File: config.mk
export PLATFORM = sky130hd
export DESIGN_NAME = latched_timer16
export DESIGN_NICKNAME = d
export VERILOG_FILES = /design/src/rtl/tmr16_pkg.sv /design/src/rtl/tmr16_latch.sv /design/src/rtl/tmr16_counter.sv /design/src/rtl/tmr16_flag.sv /design/src/rtl/latched_timer16.sv
export SDC_FILE = /design/constraint.sdc
export NUM_CORES = 1
export LEC_CHECK = 0
export ABC_CLOCK_PERIOD_IN_PS = 6700
export BUFFER_PORTS_ARGS = -buffer_cell sky130_fd_sc_hd__buf_2
export CAP_MARGIN = 0
export CELL_PAD_IN_SITES_DETAIL_PLACEMENT = 0
export CELL_PAD_IN_SITES_GLOBAL_PLACEMENT = 1
export CORE_UTILIZATION = 40
export CTS_BUF_LIST = sky130_fd_sc_hd__clkbuf_4
export DETAILED_ROUTE_END_ITERATION = 8
export PLACE_DENSITY_LB_ADDON = 0.1
export SLEW_MARGIN = 10
export SYNTH_ARGS = -nofsm -noshare
export SYNTH_HDL_FRONTEND = slang
export SYNTH_SLANG_ARGS = --single-unit
File: constraint.sdc
create_clock -name clk -period 6.7 [get_ports clk]
set_input_delay 0.67 -clock clk [delete_from_list [all_inputs] [get_ports clk]]
set_output_delay 0.67 -clock clk [all_outputs]
set_load 0.02 [all_outputs]
File: src/rtl/tmr16_pkg.sv
package tmr16_pkg;

  typedef enum logic [1:0] {
    SEL_CNT_LO = 2'd0,
    SEL_CNT_HI = 2'd1,
    SEL_LAT_LO = 2'd2,
    SEL_LAT_HI = 2'd3
  } reg_sel_e;

  // Low latch lane is written from either low address
  function automatic logic hits_low_lane(input logic [1:0] a);
    return (a == SEL_CNT_LO) || (a == SEL_LAT_LO);
  endfunction

  // High latch lane is written from either high address
  function automatic logic hits_high_lane(input logic [1:0] a);
    return (a == SEL_CNT_HI) || (a == SEL_LAT_HI);
  endfunction

endpackage

File: src/rtl/tmr16_latch.sv
module tmr16_latch #(
  parameter int unsigned BYTE_W = 8,
  parameter int unsigned LANES  = 2,
  localparam int unsigned VAL_W = BYTE_W * LANES
) (
  input  logic              clk,
  input  logic              rst_n,
  input  logic [LANES-1:0]  lane_wr,
  input  logic [BYTE_W-1:0] wdata,
  output logic [VAL_W-1:0]  latch_q
);

  for (genvar g = 0; g < LANES; g++) begin : g_lane
    always_ff @(posedge clk or negedge rst_n) begin
      if (!rst_n)
        latch_q[g*BYTE_W +: BYTE_W] <= '1;
      else if (lane_wr[g])
        latch_q[g*BYTE_W +: BYTE_W] <= wdata;
    end
  end

endmodule

File: src/rtl/tmr16_counter.sv
module tmr16_counter #(
  parameter int unsigned CNT_W = 16
) (
  input  logic             clk,
  input  logic             rst_n,
  input  logic             tick,
  input  logic             load,
  input  logic [CNT_W-1:0] load_val,
  input  logic [CNT_W-1:0] latch,
  input  logic             continuous,
  output logic [CNT_W-1:0] count_q,
  output logic             zero_evt
);

  logic             wrapped_q;
  logic             armed_q;
  logic [CNT_W-1:0] next_cnt;

  // After passing 0 -> all-ones, continuous mode reloads; otherwise decrement
  function automatic logic [CNT_W-1:0] step_count(
    input logic [CNT_W-1:0] cur,
    input logic             was_wrapped,
    input logic             cont,
    input logic [CNT_W-1:0] lat
  );
    if (was_wrapped && cont)
      return lat;
    return cur - 1'b1;
  endfunction

  always_comb begin
    next_cnt = step_count(count_q, wrapped_q, continuous, latch);
    zero_evt = tick && !load && (next_cnt == '0) && (continuous || armed_q);
  end

  always_ff @(posedge clk or negedge rst_n) begin
    if (!rst_n) begin
      count_q   <= '1;
      wrapped_q <= 1'b0;
      armed_q   <= 1'b0;
    end else if (load) begin
      count_q   <= load_val;
      wrapped_q <= 1'b0;
      armed_q   <= 1'b1;
    end else if (tick) begin
      count_q   <= next_cnt;
      wrapped_q <= (count_q == '0);
      if (next_cnt == '0)
        armed_q <= 1'b0;
    end
  end

endmodule

File: src/rtl/tmr16_flag.sv
module tmr16_flag (
  input  logic clk,
  input  logic rst_n,
  input  logic set_evt,
  input  logic clr_req,
  output logic flag_q,
  output logic set_pulse_q
);

  always_ff @(posedge clk or negedge rst_n) begin
    if (!rst_n) begin
      flag_q      <= 1'b0;
      set_pulse_q <= 1'b0;
    end else begin
      set_pulse_q <= set_evt;
      if (set_evt)
        flag_q <= 1'b1;
      else if (clr_req)
        flag_q <= 1'b0;
    end
  end

endmodule

File: src/rtl/latched_timer16.sv
module latched_timer16 #(
  parameter int unsigned BYTE_W = 8,
  localparam int unsigned CNT_W = 2 * BYTE_W
) (
  input  logic              clk,
  input  logic              rst_n,
  input  logic              tick_en,
  input  logic              cont_mode,
  input  logic              host_wr,
  input  logic              host_rd,
  input  logic [1:0]        host_addr,
  input  logic [BYTE_W-1:0] host_wdata,
  output logic [BYTE_W-1:0] host_rdata,
  input  logic              flag_clr,
  output logic              irq_flag,
  output logic              flag_set
);
  import tmr16_pkg::*;

  logic [1:0]       lane_wr;
  logic             load_req;
  logic             clr_req;
  logic             zero_evt;
  logic [CNT_W-1:0] latch_q;
  logic [CNT_W-1:0] count_q;
  logic [CNT_W-1:0] load_val;

  always_comb begin
    lane_wr[0] = host_wr && hits_low_lane(host_addr);
    lane_wr[1] = host_wr && hits_high_lane(host_addr);
    load_req   = host_wr && (host_addr == SEL_CNT_HI);
    load_val   = {host_wdata, latch_q[BYTE_W-1:0]};
    clr_req    = flag_clr
               || load_req
               || (host_wr && (host_addr == SEL_LAT_HI))
               || (host_rd && (host_addr == SEL_CNT_LO));
  end

  tmr16_latch #(.BYTE_W(BYTE_W), .LANES(2)) u_latch (
    .clk     (clk),
    .rst_n   (rst_n),
    .lane_wr (lane_wr),
    .wdata   (host_wdata),
    .latch_q (latch_q)
  );

  tmr16_counter #(.CNT_W(CNT_W)) u_counter (
    .clk        (clk),
    .rst_n      (rst_n),
    .tick       (tick_en),
    .load       (load_req),
    .load_val   (load_val),
    .latch      (latch_q),
    .continuous (cont_mode),
    .count_q    (count_q),
    .zero_evt   (zero_evt)
  );

  tmr16_flag u_flag (
    .clk         (clk),
    .rst_n       (rst_n),
    .set_evt     (zero_evt),
    .clr_req     (clr_req),
    .flag_q      (irq_flag),
    .set_pulse_q (flag_set)
  );

  always_comb begin
    unique case (host_addr)
      SEL_CNT_LO: host_rdata = count_q[BYTE_W-1:0];
      SEL_CNT_HI: host_rdata = count_q[CNT_W-1:BYTE_W];
      SEL_LAT_LO: host_rdata = latch_q[BYTE_W-1:0];
      default:    host_rdata = latch_q[CNT_W-1:BYTE_W];
    endcase
  end

endmodule

==> results.json <==
{
  "r2r_slack_ns": 3.78,
  "vias": 2148,
  "place_congestion": 0.906,
  "drive_above_1_share_pct": 38.1,
  "diodes": 0,
  "die_height_um": 82.1,
  "clock-root-buffer": "clkbuf_4",
  "yosys.area.top_type_share_pct": 32.7,
  "final_common_cell": "dfstp_2",
  "post_cts_resize_count": 0,
  "drt_iter0_drc": 180,
  "power.internal_mw": 0.519,
  "relSlewSlack_pct": 28.7,
  "ios": 27,
  "synthCells": 262,
  "yosysUniqueCellTypes": 62,
  "synth-main-ff-cell": "dfstp_2",
  "synthTopCellsByArea": "dfstp_2 33%, mux2_2 6.6%, mux4_2 6.1%, nand2_1 4.4%, dfrtp_1 3.9%",
  "vdd_drop_max_v": 0.000153,
  "slew_viol_final": 0,
  "start_kind": "flip-flop",
  "fin_tns_setup_ns": 0,
  "grt_util_all_layers_pct": 24.0,
  "arrival_ns": 3.17,
  "finalHoldViolations": 0,
  "syn_nets": 280,
  "finalCritPeriodShare_pct": 43.6,
  "synth_edf_count": 0,
  "seq_power_share_pct": 47.3,
  "core_region_area_um2": 6060,
  "p_switching_mw": 0.335,
  "clock_sinks": 36,
  "clk_pin_slew_ns": 0.13,
  "nNetsFinal": 295,
  "p_leak_nw": 1.03,
  "rsz0062_at_grt": "false",
  "rr_startpoint": "u_counter.wrapped_q",
  "worstSetupEndpointType": "flip-flop",
  "tritoncts": "done",
  "yosys_warnings": 0,
  "ys_ff_latch": 36,
  "clock_power_share_pct": 19.0,
  "grt_pass1_wl_um": 11600,
  "routedWlPerCell_um": 20.5,
  "portBuffers": 26,
  "power_switching_share_pct": 39.2,
  "p_comb_share_pct": 33.7,
  "cts.path.max_buffers": 2,
  "cts_setup_buffers": 0,
  "dp_hpwl_um": 4980,
  "r2r_end": "u_counter.armed_q",
  "syn_avg_cell_area_um2": 9.80,
  "antenna_left": 0,
  "initial_core_util_pct": 42.4,
  "area.growth.synth_to_final_pct": 6.73,
  "grt_max_degree": 37,
  "final-setup-viol-count": 0,
  "syn_area_um2": 2570,
  "cts_hold_buffers": 0,
  "cts_inserted_buffers": 5,
  "hold_path_class": "in -> async",
  "cts_max_level": 2,
  "avgViaCountPerCell": 6.08,
  "required_ns": 6.95,
  "powerDensity_nw_per_um2": 311,
  "clk_latency_ns": 0.35,
  "worstSetupPathType": "reg -> reg",
  "antenna_found_initial": 0,
  "first_pass_iters": 4,
  "placementRows": 28,
  "grt_pass1_vias": 2024,
  "fmax_mhz": 343,
  "grt_overflow": 0,
  "drc_errors": 0,
  "yosys.area.top_type": "dfstp_2",
  "die_area_um2": 6740,
  "final_cell_mix": "32 x dfstp_2, 30 x nand2_1, 26 x buf_2, 20 x o21ai_0, 16 x nor2_1",
  "power_mw": 0.853,
  "reg2reg_depth": 6,
  "status": "completed",
  "yosysSeqAreaShare_pct": 36.6,
  "critPathMaxFanout": 26,
  "critPathLaunch": "u_counter.wrapped_q",
  "postRouteWirelength_um": 7220,
  "skew_ns": 0.0152,
  "die_x_um": 82.1,
  "min_period_ns": 2.92,
  "worst_pin_slew_ns": 1.07,
  "async_flop_share_pct": 100,
  "cap_viol_max_count": 0
}
==> stage by stage <==
step,utilization [%],hold slack (ns),worst slack (ns),cells,area [µm²]
after CTS,45.2,0.429,3.81,353,2740
after floorplan,-,0.374,4.24,262,2570
after global placement,43.9,0.482,3.52,345,2660
after detailed placement,43.9,0.489,3.51,345,2660
after global routing,45.2,0.464,3.65,353,2740
final,45.2,0.402,3.78,353,2740
==> routing by layer <==
| layer | wire [µm] | global-route usage, % |
|---|---|---|
| met5 | 0 | 0 |
| met4 | 95 | 5.44 |
| met3 | 510 | 4.51 |
| met2 | 3200 | 33.1 |
| met1 | 3420 | 37.7 |
==> worst max path at each step <==
| stage | endpoint | slack, ns | cells past startpoint |
|---|---|---|---|
| 2_1_floorplan | u_flag.set_pulse_q | 4.24 | 9 |
| 3_3_place_gp | u_counter.armed_q | 3.52 | 7 |
| 6_report | u_counter.armed_q | 3.78 | 6 |
| 3_5_place_dp | u_counter.armed_q | 3.51 | 7 |
| 4_1_cts | u_counter.armed_q | 3.81 | 6 |
| 5_1_grt | u_counter.armed_q | 3.65 | 6 |
==> power groups by stage <==
stage / clock, mW / sequential, mW / combinational (mW)
2_1_floorplan: 0 / 0.345 / 0.277
3_3_place_gp: 0 / 0.405 / 0.286
3_5_place_dp: 0 / 0.403 / 0.289
4_1_cts: 0.168 / 0.400 / 0.290
5_1_grt: 0.177 / 0.412 / 0.322
6_report: 0.162 / 0.403 / 0.288
==> registers in the layout, indices dropped and copies added, names as in the netlist <==
name                 count
u_counter.count_q       16
u_flag.set_pulse_q       1
u_latch.latch_q         16
u_counter.armed_q        1
u_flag.flag_q            1
u_counter.wrapped_q      1
==> synthesized netlist by cell type, types with 4 or more instances <==
cell type / instances
a21oi_1: 12
a31oi_1: 7
and3_1: 5
buf_6: 5
clkbuf_1: 10
dfrtp_1: 4
dfstp_2: 32
inv_1: 4
mux2_2: 15
mux2i_1: 5
mux4_2: 7
nand2_1: 30
nand3_1: 7
nand4_1: 4
nor2_1: 16
nor3_1: 8
o21ai_0: 20
o22ai_1: 4
==> cell type report <==
type / count / area, µm²
inverter: 4 / 15.0
multi-input combinational: 203 / 1470
tap: 75 / 93.8
clock buffer: 6 / 45.0
sequential: 36 / 941
timing repair buffer: 27 / 138
fill: 599 / 3320
clock inverter: 2 / 35.0
==> logic make-up after synthesis <==
group / count (synthesis) / share of synthesized area (%)
buffers and inverters: 23 / 5.99
DFF: 36 / 36.6
xor gates and xnor gates: 6 / 2.05
AOI/OAI and AO/OA: 70 / 18.1
adders and majority gates: 1 / 0.487
and+or+nand+nor: 98 / 21.1
muxes: 28 / 15.7
==> critical path, cell delays in order, from the launching register on <==
cell       delay [ns]
dfrtp_1          0.49
nand2_1          0.55
or4_1            0.64
a2111oi_0        0.50
nand4b_1         0.19
a2111o_1         0.34
o21a_1           0.12
Note: power is estimated with default switching activity, not from simulation.
